`src/rtl/pwr_clk_pkg.sv`:
```
package pwr_clk_pkg;
  localparam int MODE_W = 3;
  localparam int DIV_W  = 3;

  typedef enum logic [MODE_W-1:0] {
    MODE_RUN    = 3'd0,
    MODE_SLEEP0 = 3'd1,
    MODE_SLEEP1 = 3'd2,
    MODE_IDLE0  = 3'd3,
    MODE_IDLE1  = 3'd4
  } pmode_t;

  typedef struct packed {
    logic enterHalt;
    logic leaveHalt;
    logic oscAllowed;
  } ctlStrobe_t;
endpackage

```
`src/rtl/pwr_clk_ctl.sv`:
```
module pwr_clk_ctl
  import pwr_clk_pkg::*;
(
  input  logic       clk,
  input  logic       rst_n,
  input  logic       haltReq,
  input  logic       wakeReq,
  input  logic       idleEn,
  input  logic       wdtEn,
  input  logic       keepSysClk,
  output pmode_t     mode,
  output ctlStrobe_t strobe,
  output logic       sysClkEn,
  output logic       wdtClkEn,
  output logic       tbClkEn,
  output logic       subClkEn
);
  pmode_t modeNxt;

  always_comb begin
    modeNxt          = mode;
    strobe.enterHalt = 1'b0;
    strobe.leaveHalt = 1'b0;
    if (mode == MODE_RUN) begin
      if (haltReq) begin
        strobe.enterHalt = 1'b1;
        if (idleEn) modeNxt = keepSysClk ? MODE_IDLE1 : MODE_IDLE0;
        else        modeNxt = wdtEn ? MODE_SLEEP1 : MODE_SLEEP0;
      end
    end else if (wakeReq) begin
      strobe.leaveHalt = 1'b1;
      modeNxt          = MODE_RUN;
    end
  end

  assign strobe.oscAllowed = (mode == MODE_RUN) || (mode == MODE_IDLE1);

  always_ff @(posedge clk or negedge rst_n) begin
    if (!rst_n) mode <= MODE_RUN;
    else        mode <= modeNxt;
  end

  // Clock gating set per mode
  always_comb begin
    sysClkEn = 1'b1;
    tbClkEn  = 1'b1;
    subClkEn = 1'b1;
    wdtClkEn = wdtEn;
    unique case (mode)
      MODE_SLEEP0: begin
        sysClkEn = 1'b0; tbClkEn = 1'b0; subClkEn = 1'b0; wdtClkEn = 1'b0;
      end
      MODE_SLEEP1: begin
        sysClkEn = 1'b0; tbClkEn = 1'b0; subClkEn = 1'b1; wdtClkEn = 1'b1;
      end
      MODE_IDLE0: begin
        sysClkEn = 1'b0;
      end
      default: ;
    endcase
  end
endmodule

```
`src/rtl/pwr_clk_dp.sv`:
```
module pwr_clk_dp
  import pwr_clk_pkg::*;
#(
  parameter int STABLE_CYCLES = 8
) (
  input  logic             clk,
  input  logic             rst_n,
  input  ctlStrobe_t       strobe,
  input  logic             fastSel,
  input  logic [DIV_W-1:0] divCode,
  output logic             fastOscEn,
  output logic             fastStable,
  output logic             useFastClk,
  output logic             pdFlag,
  output logic             wdtClr,
  output logic             toClr,
  output logic             resumePulse
);
  localparam int CNT_W = $clog2(STABLE_CYCLES + 1);

  logic [CNT_W-1:0] settleCnt;
  logic             wantFast;

  // Codes 000 and 001 keep the low-speed clock; anything above asks for fast
  assign wantFast   = fastSel | (|divCode[DIV_W-1:1]);
  assign fastOscEn  = wantFast & strobe.oscAllowed;
  assign fastStable = (settleCnt == CNT_W'(STABLE_CYCLES));
  assign useFastClk = fastOscEn & fastStable;

  always_ff @(posedge clk or negedge rst_n) begin
    if (!rst_n)           settleCnt <= '0;
    else if (!fastOscEn)  settleCnt <= '0;
    else if (!fastStable) settleCnt <= settleCnt + 1'b1;
  end

  always_ff @(posedge clk or negedge rst_n) begin
    if (!rst_n) begin
      pdFlag      <= 1'b0;
      wdtClr      <= 1'b0;
      toClr       <= 1'b0;
      resumePulse <= 1'b0;
    end else begin
      if (strobe.enterHalt) pdFlag <= 1'b1;
      wdtClr      <= strobe.enterHalt;
      toClr       <= strobe.enterHalt;
      resumePulse <= strobe.leaveHalt;
    end
  end
endmodule

```
`src/rtl/pwr_clk_ctrl.sv`:
```
module pwr_clk_ctrl
  import pwr_clk_pkg::*;
#(
  parameter int STABLE_CYCLES = 8
) (
  input  logic       clk,
  input  logic       rst_n,
  input  logic       haltReq,
  input  logic       wakeReq,
  input  logic       idleEn,
  input  logic       wdtEn,
  input  logic       keepSysClk,
  input  logic       fastSel,
  input  logic [2:0] divCode,
  output logic [2:0] modeOut,
  output logic       sysClkEn,
  output logic       wdtClkEn,
  output logic       tbClkEn,
  output logic       subClkEn,
  output logic       fastOscEn,
  output logic       fastStable,
  output logic       useFastClk,
  output logic       pdFlag,
  output logic       wdtClr,
  output logic       toClr,
  output logic       resumePulse
);
  pmode_t     mode;
  ctlStrobe_t strobe;

  pwr_clk_ctl u_ctl (
    .clk(clk), .rst_n(rst_n), .haltReq(haltReq), .wakeReq(wakeReq),
    .idleEn(idleEn), .wdtEn(wdtEn), .keepSysClk(keepSysClk),
    .mode(mode), .strobe(strobe),
    .sysClkEn(sysClkEn), .wdtClkEn(wdtClkEn), .tbClkEn(tbClkEn), .subClkEn(subClkEn)
  );

  pwr_clk_dp #(.STABLE_CYCLES(STABLE_CYCLES)) u_dp (
    .clk(clk), .rst_n(rst_n), .strobe(strobe), .fastSel(fastSel), .divCode(divCode),
    .fastOscEn(fastOscEn), .fastStable(fastStable), .useFastClk(useFastClk),
    .pdFlag(pdFlag), .wdtClr(wdtClr), .toClr(toClr), .resumePulse(resumePulse)
  );

  assign modeOut = mode;
endmodule

```
`config.mk`:
```
export PLATFORM = sky130hd
export DESIGN_NAME = pwr_clk_ctrl
export DESIGN_NICKNAME = d
export VERILOG_FILES = /design/src/rtl/pwr_clk_pkg.sv /design/src/rtl/pwr_clk_ctl.sv /design/src/rtl/pwr_clk_dp.sv /design/src/rtl/pwr_clk_ctrl.sv
export SDC_FILE = /design/constraint.sdc
export NUM_CORES = 1
export LEC_CHECK = 0
export ABC_AREA = 1
export ABC_CLOCK_PERIOD_IN_PS = 1320
export BUFFER_PORTS_ARGS = -buffer_cell sky130_fd_sc_hd__buf_2
export CAP_MARGIN = 0
export CORE_MARGIN = 8
export CORE_UTILIZATION = 40
export DETAILED_ROUTE_END_ITERATION = 10
export PLACE_DENSITY = 0.76
export SETUP_SLACK_MARGIN = 0.5
export SLEW_MARGIN = 0
export SYNTH_ARGS = -nofsm -noshare
export SYNTH_HDL_FRONTEND = slang
export SYNTH_HIERARCHICAL = 1
export SYNTH_SLANG_ARGS = --single-unit
```
`constraint.sdc`:
```
create_clock -name clk -period 1.32 [get_ports clk]
set_clock_uncertainty 0.15 [all_clocks]
set_input_delay 0.264 -clock clk [delete_from_list [all_inputs] [get_ports clk]]
set_output_delay 0.264 -clock clk [all_outputs]
set_load 0.03 [all_outputs]
```
==> results of run 1 <==
metrics by stage:
| stage | util | std cells | hold slack, ns | setup WS (ns) | TNS [ns] |
|---|---|---|---|---|---|
| CTS | 0.8793 | 135 | 0.03781 | -0.3513 | -2.807 |
| global placement | 0.6816 | 120 | -0.02205 | -0.1162 | -0.2517 |
| floorplan | - | 71 | -0.1816 | -0.1946 | -0.6266 |
| detailed placement | 0.6816 | 120 | -0.01932 | -0.1496 | -0.3892 |
synthesized netlist by cell type:
cell type	n	area, um^2
or2_0	1	6.260
o21ai_0	1	5.000
nand4_1	2	12.51
nor2_1	6	22.52
nand3_4	1	17.52
ha_1	2	25.02
nor2_4	1	11.26
nand3_1	6	30.03
nor2_2	1	6.260
dfrtp_1	10	250.2
o21ai_1	1	5.000
or2_2	1	6.260
o22ai_1	1	6.260
a21oi_1	2	10.01
nand2_1	20	75.07
inv_2	2	7.510
buf_4	1	7.510
inv_1	12	45.04
logic make-up after synthesis:
logic type	synth area share
simple gates	0.3417
buf+inv	0.1093
flops	0.4556
compound gates	0.04783
fa+ha+maj	0.04555
what timing repair did:
item | CTS
hold buffers | 1
resized for setup | 38
pin swaps | 9
setup buffers | 10
hold endpoints to repair | 10
endpoints found under the setup margin | 24
==> qor.txt, run 1 <==
status: aborted with a tool error
failing step: 5_1_grt
First Err: [ERROR DPL-0038] Utilization greater than 100%, impossible to legalize
root buf cell: clkbuf_4
YS warnings: 6
Ports: 25
Worst-path end type: top-level output
port buffer count: 23
#FFs+latches synth: 10
worst_ep grt: fastStable
Post-Synthesis Cells: 71
clock sink count: 10
estimated wirelength of the detail-placed design: 1.258 mm
die height: 53.06 um
share of synthesized area occupied by flip-flops and latches: 0.4556
Mapped Nets: 84
initial cell density of the core: 0.4275
Netlist cell types: 18
num rows: 13
chip width: 53.06 um
clock buffer count from CTS: 3
Syn Std Cell Area: 549.3 um^2
placer congestion estimate: 0.8273
H-tree depth: 1
Max Root-Sink Buffers: 2
Avg Inst Size Synth: 7.736 um^2
placed cell areas: 875.8 um^2
largest net degree at the start of global routing: 11
==> run 2, diff against run 1 <==
--- a/config.mk
+++ b/config.mk
@@ -9,11 +9,10 @@
 export ABC_CLOCK_PERIOD_IN_PS = 1320
 export BUFFER_PORTS_ARGS = -buffer_cell sky130_fd_sc_hd__buf_2
 export CAP_MARGIN = 0
-export CORE_MARGIN = 8
-export CORE_UTILIZATION = 40
+export CORE_AREA = 8 8 69 71
 export DETAILED_ROUTE_END_ITERATION = 10
-export PLACE_DENSITY = 0.76
-export SETUP_SLACK_MARGIN = 0.5
+export DIE_AREA = 0 0 77 79
+export PLACE_DENSITY_LB_ADDON = 0.15
 export SLEW_MARGIN = 0
 export SYNTH_ARGS = -nofsm -noshare
 export SYNTH_HDL_FRONTEND = slang
==> run 2 against run 1 <==
Compared with the run above: the flow now finishes, with violations (negative setup slack); synthesized cell count stayed put; synthesized area stayed put.
==> qor.txt, run 2 <==
status: complete, but fails checks
failing checks: negative setup slack
RR Startpoint: u_dp/settleCnt[0]
initial antenna violation count: 0
Crit Path Class: reg -> out
initial cell density of the core: 0.1446 (-0.2829)
setup slack, reg-to-reg: 0 ns
#FFs+latches synth: 10 (unchanged)
estimated wirelength of the detail-placed design: 1.260 mm (+0.19%)
clock buffer count from CTS: 3 (unchanged)
crit path launch type: register
crit path cell chain: inv_2 -> ha_4 -> nand2_4 -> nor2_4 -> buf_6
max reg flops: 4
Setup crit start: u_dp/settleCnt[0]
largest net degree at the start of global routing: 11
setup TNS: -2.200 ns
adder-cell share of the synthesized area: 0.04556 (unchanged)
CTS tree: yes
Iter 0 DRT Violations: 8
worst hold path class: in -> reg
CP max stage delay: 0.38 ns
simple-gate share of the synthesized area: 0.3417 (unchanged)
WHS: 0.08403 ns
Slew @ Worst Pin: 0.2642 ns
area leader, netlist: dfrtp_1
Peak VDD IR: 0.0009390 V
minimum clock period: 1.609 ns
worst-skew pair later-pin latency: 0.23 ns
clock sink count: 10 (unchanged)
LEAKAGE: 0.5462 nW
CP Capture Type: output pin
Fin. Hold Viols: 0
Antenna Cells: 0
crit path capture: fastStable
Total GRT Usage: 0.05758
post-synthesis mux area share: 0 (unchanged)
nets: 130
max_cap viols: 0
Reg with most FFs: u_dp/settleCnt
Post-synth EDFFs: 0 (unchanged)
via count: 590
crit path DAT: 1.19 ns
ys flop type: dfrtp_1
crit-path max FO: 3
placer congestion estimate: 0.7282 (-12%)
port buffer count: 23 (unchanged)
fraction of synthesis flops using an asynchronous set or reset pin: 1.000 (unchanged)
Initial DRT Pass Iterations: 4
residual DRC count: 0
Post-Synthesis Cells: 71 (unchanged)
chip width: 77 um (+45%)
Core Util, Final: 0.2945
Crit-path slowest cell: dfrtp_1
endpoints failing setup: 9
commonest non-fill, non-tap cell in the layout: nand2_1
Synth Area in Compound Gates: 0.04784 (unchanged)
vias in the first global route: 669
max frequency: 621.6 MHz
die area: 6083 um^2
routed len/inst: 10.03 um
Routed Antenna Nets: 0
Ports: 25 (unchanged)
first-pass GRT wire length: 2.849 mm
Avg Inst Size Synth: 7.736 um^2 (unchanged)
top cell type's share of synthesized area: 0.4556 (unchanged)
register area: 254.0 um^2
most frequent cells in the layout: nand2_1, buf_2, buf_6
post-route non-filler standard cell count: 166
num rows: 23 (+10)
total power: 2.464 mW
Final Routed Wirelength: 1.665 mm
Multi-input gate area: 355.3 um^2
area delta synth->final: 103.6%
YS warnings: 6 (unchanged)
largest family of logic cells by synthesized area: simple AND/OR/NAND/NOR gates
WP data required: 0.91 ns
xor/xnor share of the synthesized area: 0 (unchanged)
power density over the cells: 2203 nW/um^2
Reg2Reg Depth: 8
share of synthesized area occupied by flip-flops and latches: 0.4556 (unchanged)
Post-synth top cells: nand2_1, inv_1, dfrtp_1, nand3_1, nor2_1
Max Root-Sink Buffers: 2 (unchanged)
die height: 79 um (+49%)
Mapped Nets: 84 (unchanged)
top-count cell post-synth: nand2_1
top flop regs: u_dp/settleCnt x4, u_ctl/mode x3
vias per inst: 3.554
Netlist cell types: 18 (unchanged)
Clock transition at path regs: 0.05 ns
RSZ-0062 raised after global routing: yes
fillers: 433
H-tree depth: 1 (unchanged)
placed insts: 155 (+29%)
Syn Std Cell Area: 549.3 um^2 (unchanged)
total grt overflow: 0
worst flop-to-flop path endpoint: u_dp/settleCnt[0]
Final Slew Violations: 0
PnR worst setup slack: -0.2888 ns
share of cells above drive strength 1: 0.6293
root buf cell: clkbuf_8
final period utilization: 1.219
Core ar.: 3799 um^2
ranking of synthesized cells by area: dfrtp_1, nand2_1, inv_1, nand3_1, ha_1
relative max-transition margin: 0.8239
==> run 2: cell counts after synthesis <==
No cell type changed its count.
==> run 2: stage by stage <==
step,instance area (um^2),setup WS (ns)
2_1_floorplan,630.6,-0.1949
3_3_place_gp,890.9,-0.1392
3_5_place_dp,890.9,-0.1488
4_1_cts,1061,-0.3196
5_1_grt,1119,-0.3661
6_report,1119,-0.2888
==> run 2: layout make-up <==
| type | count | area share |
|---|---|---|
| timing repair buffer | 42 | 0.2998 |
| multi-input combinational | 46 | 0.3177 |
| tap | 50 | 0.05593 |
| sequential | 10 | 0.2271 |
| inverter | 14 | 0.05034 |
| clock buffer | 4 | 0.04922 |
==> run 2: cell families after synthesis <==
kind of cell | Yosys count
DFF | 10
and+or+nand+nor | 39
adders and majority gates | 2
buffers and inverters | 15
AOI/OAI and AO/OA | 5
==> run 2: per-layer routing <==
layer / GRT usage / up-vias / wire, um
li1: - / 310 / -
met1: 0.05109 / 258 / 593
met2: 0.1088 / 17 / 904
met3: 0.02935 / 5 / 140
met4: 0.02264 / 0 / 27
met5: 0 / - / 0
==> run 2: repair_timing <==
action	in CTS	in global routing
endpoints found under the hold margin	10	0
pin swaps	6	13
hold buffers	1	0
gates resized for setup	21	12
setup endpoints to repair	10	14
buffers inserted	5	4
==> run 2: how the worst min path moves through the flow <==
stage | start | endpoint | slack (ns) | cells past startpoint
after floorplan | rst_n | u_ctl/mode[0] | -0.18 | 0
after global placement | rst_n | u_dp/wdtClr | -0.01 | 1
after detailed placement | rst_n | u_dp/pdFlag | -0.01 | 1
after CTS | wakeReq | u_ctl/mode[2] | 0.07 | 2
after global routing | wakeReq | u_ctl/mode[2] | 0.08 | 2
final | wakeReq | u_ctl/mode[2] | 0.08 | 2
==> run 2: worst max-delay path, delay by kind of cell, from the launching register on <==
family	cells	cell delay, ns
simple gates	2	0.18
fa+ha+maj	1	0.17
flops	1	0.38
buf+inv	2	0.23
==> run 2: power breakdown <==
part / leakage (nW) / switching, mW / internal, mW
clock: 0.0288 / 0.112 / 0.261
sequential: 0.123 / 0.0794 / 0.402
combinational: 0.394 / 0.887 / 0.723
total: 0.546 / 1.08 / 1.39
No activity file was read; power rests on OpenSTA's default activity.
